===== src/rtl/crs_pkg.sv =====
package crs_pkg;

  // Operation chosen for one cycle; software load outranks push, push outranks pop.
  typedef enum logic [1:0] {
    CRS_IDLE = 2'd0,
    CRS_PUSH = 2'd1,
    CRS_POP  = 2'd2,
    CRS_LOAD = 2'd3
  } crs_op_e;

  function automatic crs_op_e crs_pick_op(input logic push, input logic pop, input logic load);
    if (load) return CRS_LOAD;
    if (push) return CRS_PUSH;
    if (pop)  return CRS_POP;
    return CRS_IDLE;
  endfunction

  // Sticky bit: a new set event wins over a clear in the same cycle.
  function automatic logic crs_sticky(input logic cur, input logic set, input logic clr);
    return set | (cur & ~clr);
  endfunction

endpackage


===== src/rtl/crs_ptr_ctrl.sv =====
module crs_ptr_ctrl
  import crs_pkg::*;
#(
  parameter int unsigned PTR_W = 5,
  parameter int unsigned REG_W = 8
) (
  input  logic             clk,
  input  logic             rst_n,
  input  logic             push_i,
  input  logic             pop_i,
  input  logic             load_i,
  input  logic [REG_W-1:0] load_val_i,
  output logic [PTR_W-1:0] ptr_o,
  output logic             wr_en_o,
  output logic [PTR_W-1:0] wr_idx_o,
  output logic             push_ok_o,
  output logic             pop_ok_o,
  output logic             full_evt_o,
  output logic             empty_evt_o
);

  localparam logic [PTR_W-1:0] PTR_TOP  = {PTR_W{1'b1}};
  localparam logic [PTR_W-1:0] PTR_ZERO = '0;

  function automatic logic [PTR_W-1:0] ptr_up(input logic [PTR_W-1:0] p);
    return p + 1'b1;
  endfunction

  function automatic logic [PTR_W-1:0] ptr_down(input logic [PTR_W-1:0] p);
    return p - 1'b1;
  endfunction

  function automatic logic at_full(input logic [PTR_W-1:0] p);
    return p == PTR_TOP;
  endfunction

  function automatic logic at_empty(input logic [PTR_W-1:0] p);
    return p == PTR_ZERO;
  endfunction

  crs_op_e          op;
  logic [PTR_W-1:0] ptr_q;
  logic [PTR_W-1:0] ptr_d;

  always_comb begin
    op          = crs_pick_op(push_i, pop_i, load_i);
    push_ok_o   = (op == CRS_PUSH) && !at_full(ptr_q);
    full_evt_o  = (op == CRS_PUSH) &&  at_full(ptr_q);
    pop_ok_o    = (op == CRS_POP)  && !at_empty(ptr_q);
    empty_evt_o = (op == CRS_POP)  &&  at_empty(ptr_q);
  end

  always_comb begin
    ptr_d = ptr_q;
    unique case (op)
      CRS_LOAD: ptr_d = load_val_i[PTR_W-1:0];
      CRS_PUSH: if (push_ok_o) ptr_d = ptr_up(ptr_q);
      CRS_POP:  if (pop_ok_o)  ptr_d = ptr_down(ptr_q);
      default:  ptr_d = ptr_q;
    endcase
  end

  always_ff @(posedge clk or negedge rst_n) begin
    if (!rst_n) ptr_q <= '0;
    else        ptr_q <= ptr_d;
  end

  assign wr_en_o  = push_ok_o;
  assign wr_idx_o = ptr_up(ptr_q);
  assign ptr_o    = ptr_q;

endmodule


===== src/rtl/crs_storage.sv =====
module crs_storage #(
  parameter int unsigned ADDR_W = 21,
  parameter int unsigned PTR_W  = 5
) (
  input  logic              clk,
  input  logic              rst_n,
  input  logic              wr_en_i,
  input  logic [PTR_W-1:0]  wr_idx_i,
  input  logic [ADDR_W-1:0] wr_data_i,
  input  logic [PTR_W-1:0]  rd_idx_i,
  output logic [ADDR_W-1:0] rd_data_o
);

  localparam int unsigned SLOTS = 2 ** PTR_W;
  localparam int unsigned DEPTH = SLOTS - 1;

  // Index 0 is the empty level and always reads zero.
  logic [ADDR_W-1:0] slot [SLOTS];

  assign slot[0] = '0;

  for (genvar g = 1; g <= DEPTH; g++) begin : g_slot
    logic [ADDR_W-1:0] q;
    always_ff @(posedge clk or negedge rst_n) begin
      if (!rst_n)                                  q <= '0;
      else if (wr_en_i && wr_idx_i == PTR_W'(g))   q <= wr_data_i;
    end
    assign slot[g] = q;
  end

  assign rd_data_o = slot[rd_idx_i];

endmodule


===== src/rtl/crs_fault_flags.sv =====
module crs_fault_flags
  import crs_pkg::*;
(
  input  logic clk,
  input  logic rst_n,
  input  logic full_evt_i,
  input  logic empty_evt_i,
  input  logic ovf_clr_i,
  input  logic unf_clr_i,
  input  logic rst_en_i,
  output logic ovf_flag_o,
  output logic unf_flag_o,
  output logic rst_req_o
);

  logic ovf_q, unf_q, req_q;
  logic any_fault;

  assign any_fault = full_evt_i | empty_evt_i;

  always_ff @(posedge clk or negedge rst_n) begin
    if (!rst_n) begin
      ovf_q <= 1'b0;
      unf_q <= 1'b0;
      req_q <= 1'b0;
    end else begin
      ovf_q <= crs_sticky(ovf_q, full_evt_i, ovf_clr_i);
      unf_q <= crs_sticky(unf_q, empty_evt_i, unf_clr_i);
      req_q <= any_fault & rst_en_i;
    end
  end

  assign ovf_flag_o = ovf_q;
  assign unf_flag_o = unf_q;
  assign rst_req_o  = req_q;

endmodule


===== src/rtl/call_return_stack.sv =====
module call_return_stack #(
  parameter int unsigned ADDR_W = 21,
  parameter int unsigned PTR_W  = 5,
  parameter int unsigned REG_W  = 8
) (
  input  logic              clk,
  input  logic              rst_n,
  input  logic              push_i,
  input  logic              pop_i,
  input  logic [ADDR_W-1:0] push_addr_i,
  input  logic              ptr_wr_i,
  input  logic [REG_W-1:0]  ptr_wdata_i,
  input  logic              ovf_clr_i,
  input  logic              unf_clr_i,
  input  logic              fault_rst_en_i,
  output logic [ADDR_W-1:0] tos_o,
  output logic [REG_W-1:0]  ptr_o,
  output logic              ovf_flag_o,
  output logic              unf_flag_o,
  output logic              rst_req_o
);

  localparam int unsigned PAD_W = REG_W - PTR_W;

  // Internal events, named for the bound checker.
  logic [PTR_W-1:0] ptr_q;
  logic             wr_en;
  logic [PTR_W-1:0] wr_idx;
  logic             push_ok;
  logic             pop_ok;
  logic             full_evt;
  logic             empty_evt;

  crs_ptr_ctrl #(
    .PTR_W (PTR_W),
    .REG_W (REG_W)
  ) u_ptr (
    .clk         (clk),
    .rst_n       (rst_n),
    .push_i      (push_i),
    .pop_i       (pop_i),
    .load_i      (ptr_wr_i),
    .load_val_i  (ptr_wdata_i),
    .ptr_o       (ptr_q),
    .wr_en_o     (wr_en),
    .wr_idx_o    (wr_idx),
    .push_ok_o   (push_ok),
    .pop_ok_o    (pop_ok),
    .full_evt_o  (full_evt),
    .empty_evt_o (empty_evt)
  );

  crs_storage #(
    .ADDR_W (ADDR_W),
    .PTR_W  (PTR_W)
  ) u_store (
    .clk       (clk),
    .rst_n     (rst_n),
    .wr_en_i   (wr_en),
    .wr_idx_i  (wr_idx),
    .wr_data_i (push_addr_i),
    .rd_idx_i  (ptr_q),
    .rd_data_o (tos_o)
  );

  crs_fault_flags u_flags (
    .clk         (clk),
    .rst_n       (rst_n),
    .full_evt_i  (full_evt),
    .empty_evt_i (empty_evt),
    .ovf_clr_i   (ovf_clr_i),
    .unf_clr_i   (unf_clr_i),
    .rst_en_i    (fault_rst_en_i),
    .ovf_flag_o  (ovf_flag_o),
    .unf_flag_o  (unf_flag_o),
    .rst_req_o   (rst_req_o)
  );

  assign ptr_o = {{PAD_W{1'b0}}, ptr_q};

endmodule


===== config.mk =====
export PLATFORM = sky130hd
export DESIGN_NAME = call_return_stack
export DESIGN_NICKNAME = d
export VERILOG_FILES = /design/src/rtl/crs_pkg.sv /design/src/rtl/crs_ptr_ctrl.sv /design/src/rtl/crs_storage.sv /design/src/rtl/crs_fault_flags.sv /design/src/rtl/call_return_stack.sv
export SDC_FILE = /design/constraint.sdc
export NUM_CORES = 1
export LEC_CHECK = 0
export ABC_CLOCK_PERIOD_IN_PS = 4550
export BUFFER_PORTS_ARGS = -buffer_cell sky130_fd_sc_hd__buf_2
export CORE_AREA = 2 2 260 262
export CTS_BUF_LIST = sky130_fd_sc_hd__clkbuf_4
export CTS_CLUSTER_DIAMETER = 40
export DETAILED_ROUTE_END_ITERATION = 10
export DIE_AREA = 0 0 262 264
export GPL_TIMING_DRIVEN = 1
export PLACE_DENSITY = 0.61
export SLEW_MARGIN = 20
export SYNTH_ARGS = -nofsm -noshare
export SYNTH_HDL_FRONTEND = slang
export SYNTH_SLANG_ARGS = --single-unit

===== constraint.sdc =====
create_clock -name clk -period 4.55 [get_ports clk]
set_input_delay 0.2275 -clock clk [delete_from_list [all_inputs] [get_ports clk]]
set_output_delay 0.2275 -clock clk [all_outputs]
set_load 0.03 [all_outputs]

==> Word level (Yosys, flattened, before mapping) <==
Cells that the tools add are included.
{ "word_totals": {"ff_bits": 659, "wordCells": 142} }
{ "classes": {"add_sub_neg": 2, "order_cmp": 1, "eq_ne": 37, "n_mux": 18, "bitwise_logic": 9, "reduce_logical": 40} }
{ "op_table": {"columns": ["cell", "n"], "rows": [
  ["$bmux 21 s5", 1],
  ["$eq 5x5->1 const B", 17],
  ["$mux 21", 2],
  ["$eq 5x4->1 const B", 8],
  ["$logic_and 1x1->1", 35],
  ["$eq 5x3->1 const B", 4],
  ["$pmux 5 s3", 1],
  ["$mux 2", 6],
  ["$eq 5x2->1 const B", 2],
  ["$mux 5", 2],
  ["$ge 6x6->1 const B", 1],
  ["$mux 1", 6],
  ["$not 5->6", 1],
  ["$add 5x1->5 const B", 1],
  ["$eq 5x1->1 const B", 1],
  ["$logic_not 5->1", 1],
  ["$sub 5x1->5 const B", 1],
  ["$eq 2x2->1 const B", 2],
  ["$and 1x1->1", 3],
  ["$or 1x1->1", 3],
  ["$reduce_and 3->1", 1],
  ["$reduce_bool 3->1", 1],
  ["$eq 2x1->1 const B", 1],
  ["$logic_not 1->1", 2],
  ["3 further kinds", 4]
]} }

==> Depth between registers and ports, before layout <==
{ "depth": {"ltp_word": 11, "ltp_mapped": 12} }

==> By module <==
From an unflattened synthesis, not the netlist that was laid out.
{ "hier_totals": {"cells_unflattened": 1996, "hier_area_um2": 30356.6} }
{ "by_module_without_submodules": {"columns": ["module", "n_inst", "cells_per_inst", "area_each_um2", "seq_area_each_um2"], "rows": [
  ["crs_storage", 1, 1929, 29748.5, 16290.6],
  ["crs_ptr_ctrl", 1, 55, 476.7, 125.1],
  ["crs_fault_flags", 1, 8, 105.1, 75.1],
  ["call_return_stack", 1, 4, 26.3, 0.0]
]} }

==> Worst setup path before layout <==
Ideal clock, no wire load.
{ "synth_timing": {"path_type": "register to register", "from": "reg u_ptr.ptr_q[2] (netlist: u_ptr.ptr_o[2])", "to": "reg u_store.g_slot[1].q[10]", "arrival_ns": 2.898, "slack_ns": 1.522, "path_stages_with_launch": 11, "path_buffers": 5, "synth_period_minus_slack_ns": 3.028, "path_cell_list": "dfrtp_1 > buf_4 > buf_2 > buf_2 > clkbuf_1 > and3_1 > ha_1 > nor4b_2 > o21ai_1 > clkbuf_1 > o2bb2ai_1"} }
{ "synth_between": {"elab_chain_len": 4, "elab_cells_between_ends": 6, "classes_between": "add/sub (1); eq/ne (2); reduce/logical (3)"} }
{ "synth_lines": {"columns": ["element", "line", "source"], "rows": [
  ["start, declared", "crs_ptr_ctrl.sv:42", "logic [PTR_W-1:0] ptr_q;"],
  ["start signal, assigned", "crs_ptr_ctrl.sv:65", "else ptr_q <= ptr_d;"],
  ["parallel branches: the longest is 3 deep, another holds $add 5x1->5", null, null],
  ["$logic_and 1x1->1 (*)", "crs_storage.sv:26", "else if (wr_en_i && wr_idx_i == PTR_W'(g)) q <= wr_data_i;"],
  ["end signal, assigned", "crs_storage.sv:26", null],
  ["end, declared", "crs_storage.sv:23", "logic [ADDR_W-1:0] q;"]
]} }
Mark *: on every way between the ends.
A chain may end at the register's enable or synchronous reset.

==> Worst setup path after layout <==
{ "layout_timing": {"from": "reg u_ptr.ptr_q[1] (netlist: u_ptr.ptr_o[1])", "to": "out tos_o[8]"} }
{ "layout_between": {"elab_chain_len": 4} }
{ "layout_lines": {"columns": ["element", "line", "source"], "rows": [
  ["$not 5->6 (not written as such)", "crs_storage.sv:31", "assign rd_data_o = slot[rd_idx_i];"],
  ["$bmux 21 s5", "crs_storage.sv:31", null],
  ["$mux 21 (not written as such) (2 in a row)", "crs_storage.sv:31", null],
  ["end, declared", "call_return_stack.sv:16", "output logic [ADDR_W-1:0] tos_o,"]
]} }
Every way passes these cells. The select of a mux whose other input is x is not followed.

==> run_results.csv <==
group,metric,value,unit
run_status,status,"finished, final reports clean",
floorplanning,die_area,69200,um^2
synthesis,synth_ff_type,"dfrtp_1",
route,via_per_inst,6.59,
synthesis,synth_edf_count,0,
placed_design,place_congestion,0.868,
route,vias,22700,
route,ant_nets,0,
setup_path,required,4320,ps
global_routing,grt.total_usage,29.2,%
setup_path,crit_buf_inv,3,
route,drc,0,
floorplanning,ioPinCount,69,
synthesis,synthCells,2305,
cts,htreeDepth,4,
cts,numCtsBuffers,175,
setup_path,crit_path_start_kind,"register",
synthesis,synth_area_leaders,"dfrtp_1 (56%), o2bb2ai_1 (19%), mux4_2 (5.9%), mux2i_1 (4.7%), a22oi_1 (2.2%)",
global_routing,grt_max_degree,120,
setup_path,critical_path.top_delay_family,"simple AND/OR/NAND/NOR gates",
cts,cts_root_buf,"clkbuf_4",
power,total_leakage_power,14.2,nW
setup_path,cp.arrival,4030,ps
cts,clock-sinks,659,
cts,cts_resized,0,
power,powerDensity,641,nW/um^2
route,routedWlPerCell,28.6,um
route,drt_iter0_drc,2447,
synthesis,synth-seq-cells,659,
global_routing,grt_first_pass_wirelength,151,mm
floorplanning,dieHeight,264,um
finish,multi_input_area,12200,um^2
hold_path,hold_path_class,"in2reg",
global_routing,grt_overflow,0,
synthesis,seq_area_frac_synth,55.7,%
setup_path,cp-end-kind,"output port",
sta,finalHoldViolCount,0,
cts,clkSlewWorstSetupHoldPaths,60,ps
setup_path,path_max_fanout,82,
setup_path,cpPeakStageDelay,650,ps
sta,period_share,93.6,%
route,routed_wl,98.8,mm
sta,worstMarginPinSlew,1130,ps
synthesis,syn_area,29600,um^2
hold_path,min_delay_path_depth,4,
cts,clk-insertion-delay-late,1050,ps
cts,cts_tree,"done",
sta,holdWs,139,ps
synthesis,ys_types,53,
cts,cts_setup_buffers,0,
finish,nNetsFinal,2474,
synthesis,synth.most_common_cell,"dfrtp_1",
synthesis,synth_area_per_cell,12.8,um^2
finish,regArea,16500,um^2
global_routing,grt_pass1_vias,24000,
global_routing,grt_antenna_before_repair,5,
sta,clock.fmax,235,MHz
sta,period_minus_slack,4260,ps
sta,fin_skew,32.5,ps
floorplanning,num_rows,95,
sta,slew_headroom,24.6,%
run,drv_cap,0,
sta,grt_setup_unrepaired,"no",
synthesis,yosysWarnings,0,
setup_path,path_cells,"buf_12, nor2b_4, a221o_1, a21oi_1, nor4_1, buf_4, buf_2",
cts,cts_buffer_depth,3,
setup_path,crit_cells,7,
placed_design,place_inst,3076,
synthesis,ys_async_sr_fraction,100,%
setup_path,crit_type,"reg2out",
floorplanning,core-area,66600,um^2
synthesis,synth_commonest_cells,"dfrtp_1 (659), o2bb2ai_1 (651), nand2_1 (171)",
finish,drive_above_1_share,22.5,%
power,total_power,21.6,mW
synthesis,synth_top_area_cell,"dfrtp_1",
finish,fillers,5825,
finish,area_growth_syn_to_layout,13.8,%
route,drt-pass1-iter-count,5,
sta,drv_slew,0,
floorplanning,die_w,262,um
setup_path,reg2reg_depth,9,
finish,layout.cells.non_filler,3448,
setup_path,cp_slowest_cell,"nor2b_4",
power,peakVddDrop,0.314,mV
sta,fin_tns_setup,0,ps
placed_design,hpwl,57.0,mm
floorplanning,initial_core_util,44.4,%
sta,finalSetupViolations,0,
placed_design,numPortBuffers,62,
synthesis,synth_top_area_share,55.7,%
==> final cells by class <==
cell class / instances / share of cell area (%)
Clock buffer: 247 / 5.51
Tap cell: 873 / 3.24
Antenna cell: 8 / 0.0595
Sequential cell: 659 / 49.0
Timing Repair Buffer: 203 / 5.19
Inverter: 7 / 0.0780
Clock inverter: 66 / 0.817
Multi-Input combinational cell: 1385 / 36.1
==> worst min-delay path: stages <==
cell	delay, ps
buf_2	100
inv_1	130
a221oi_1	100
dlygate4sd3_1	560
==> placed cells by master, fill, tap and decap left out, drive strengths merged, types with 11 or more instances in the layout <==
master,netlist,routed
a221o,21,21
a22oi,86,86
buf,120,154
clkbuf,137,247
clkinv,1,56
dfrtp,659,659
dlygate4sd3,0,49
inv,6,13
mux2,21,21
mux2i,138,138
mux4,78,78
nand2,171,171
nand3,21,21
nand4,32,32
nor2b,10,11
o211ai,16,16
o21ai,39,39
o2bb2ai,651,651
==> cell families (layout without fill, tap and decap cells) <==
kind of cell	after synthesis	count (layout)	share of synthesized area, %
compound gates	851	851	24.1
other cells	1	11	0.0127
buf+inv	264	523	3.87
mux	237	237	11.4
fa+ha+maj	6	6	0.254
simple gates	287	288	4.58
flops	659	659	55.7
==> report_power, final <==
part           switching, mW  total (mW)  internal (mW)  leakage (nW)
clock network           2.57        5.08           2.51          1.28
logic                   3.80        7.10           3.30          4.04
registers               1.32        9.40           8.08          8.83
total                   7.69        21.6           13.9          14.2
==> through the flow <==
step / setup slack (ps) / util [%] / area (um^2)
6_report: 291 / 50.6 / 33700
5_1_grt: 81.1 / 50.6 / 33700
4_1_cts: 297 / 50.6 / 33700
3_5_place_dp: 1110 / 46.6 / 31000
3_3_place_gp: 1100 / 46.6 / 31000
2_1_floorplan: 1520 / - / 29600
==> metal layers <==
layer	share of wire [%]	global-route usage (%)	up-vias	routed length [um]
li1	-	-	9470	-
met1	41	40.1	11900	40900
met2	46	43.5	1162	45300
met3	8.2	6.55	241	8080
met4	4.6	15.0	2	4520
met5	0.011	0	-	11
==> worst paths after layout <==
path                                             start                      end  slack, ps
worst min-delay path                    ptr_wdata_i[0]           u_ptr.ptr_o[0]        140
worst max-delay path                    u_ptr.ptr_o[1]                 tos_o[8]        290
worst min register to register  u_store.g_slot[3].q[0]   u_store.g_slot[3].q[0]        480
worst max register to register          u_ptr.ptr_o[0]           u_ptr.ptr_o[1]        470
max in group asynchronous                        rst_n           u_ptr.ptr_o[2]       3400
min in group asynchronous                        rst_n  u_store.g_slot[1].q[13]        220
==> state kept, by name, summed over array words and instances (netlist names) <==
name,flops
u_store.g_slot.q,651
u_ptr.ptr_o,5
u_flags.ovf_flag_o,1
u_flags.rst_req_o,1
u_flags.unf_flag_o,1
==> repair_timing <==
item | 4_1_cts | 5_1_grt
hold buffers | 50 | 0
endpoints found under the setup margin | 1 | 0
hold endpoints to repair | 780 | 0
No activity file was read; power rests on OpenSTA's default activity.
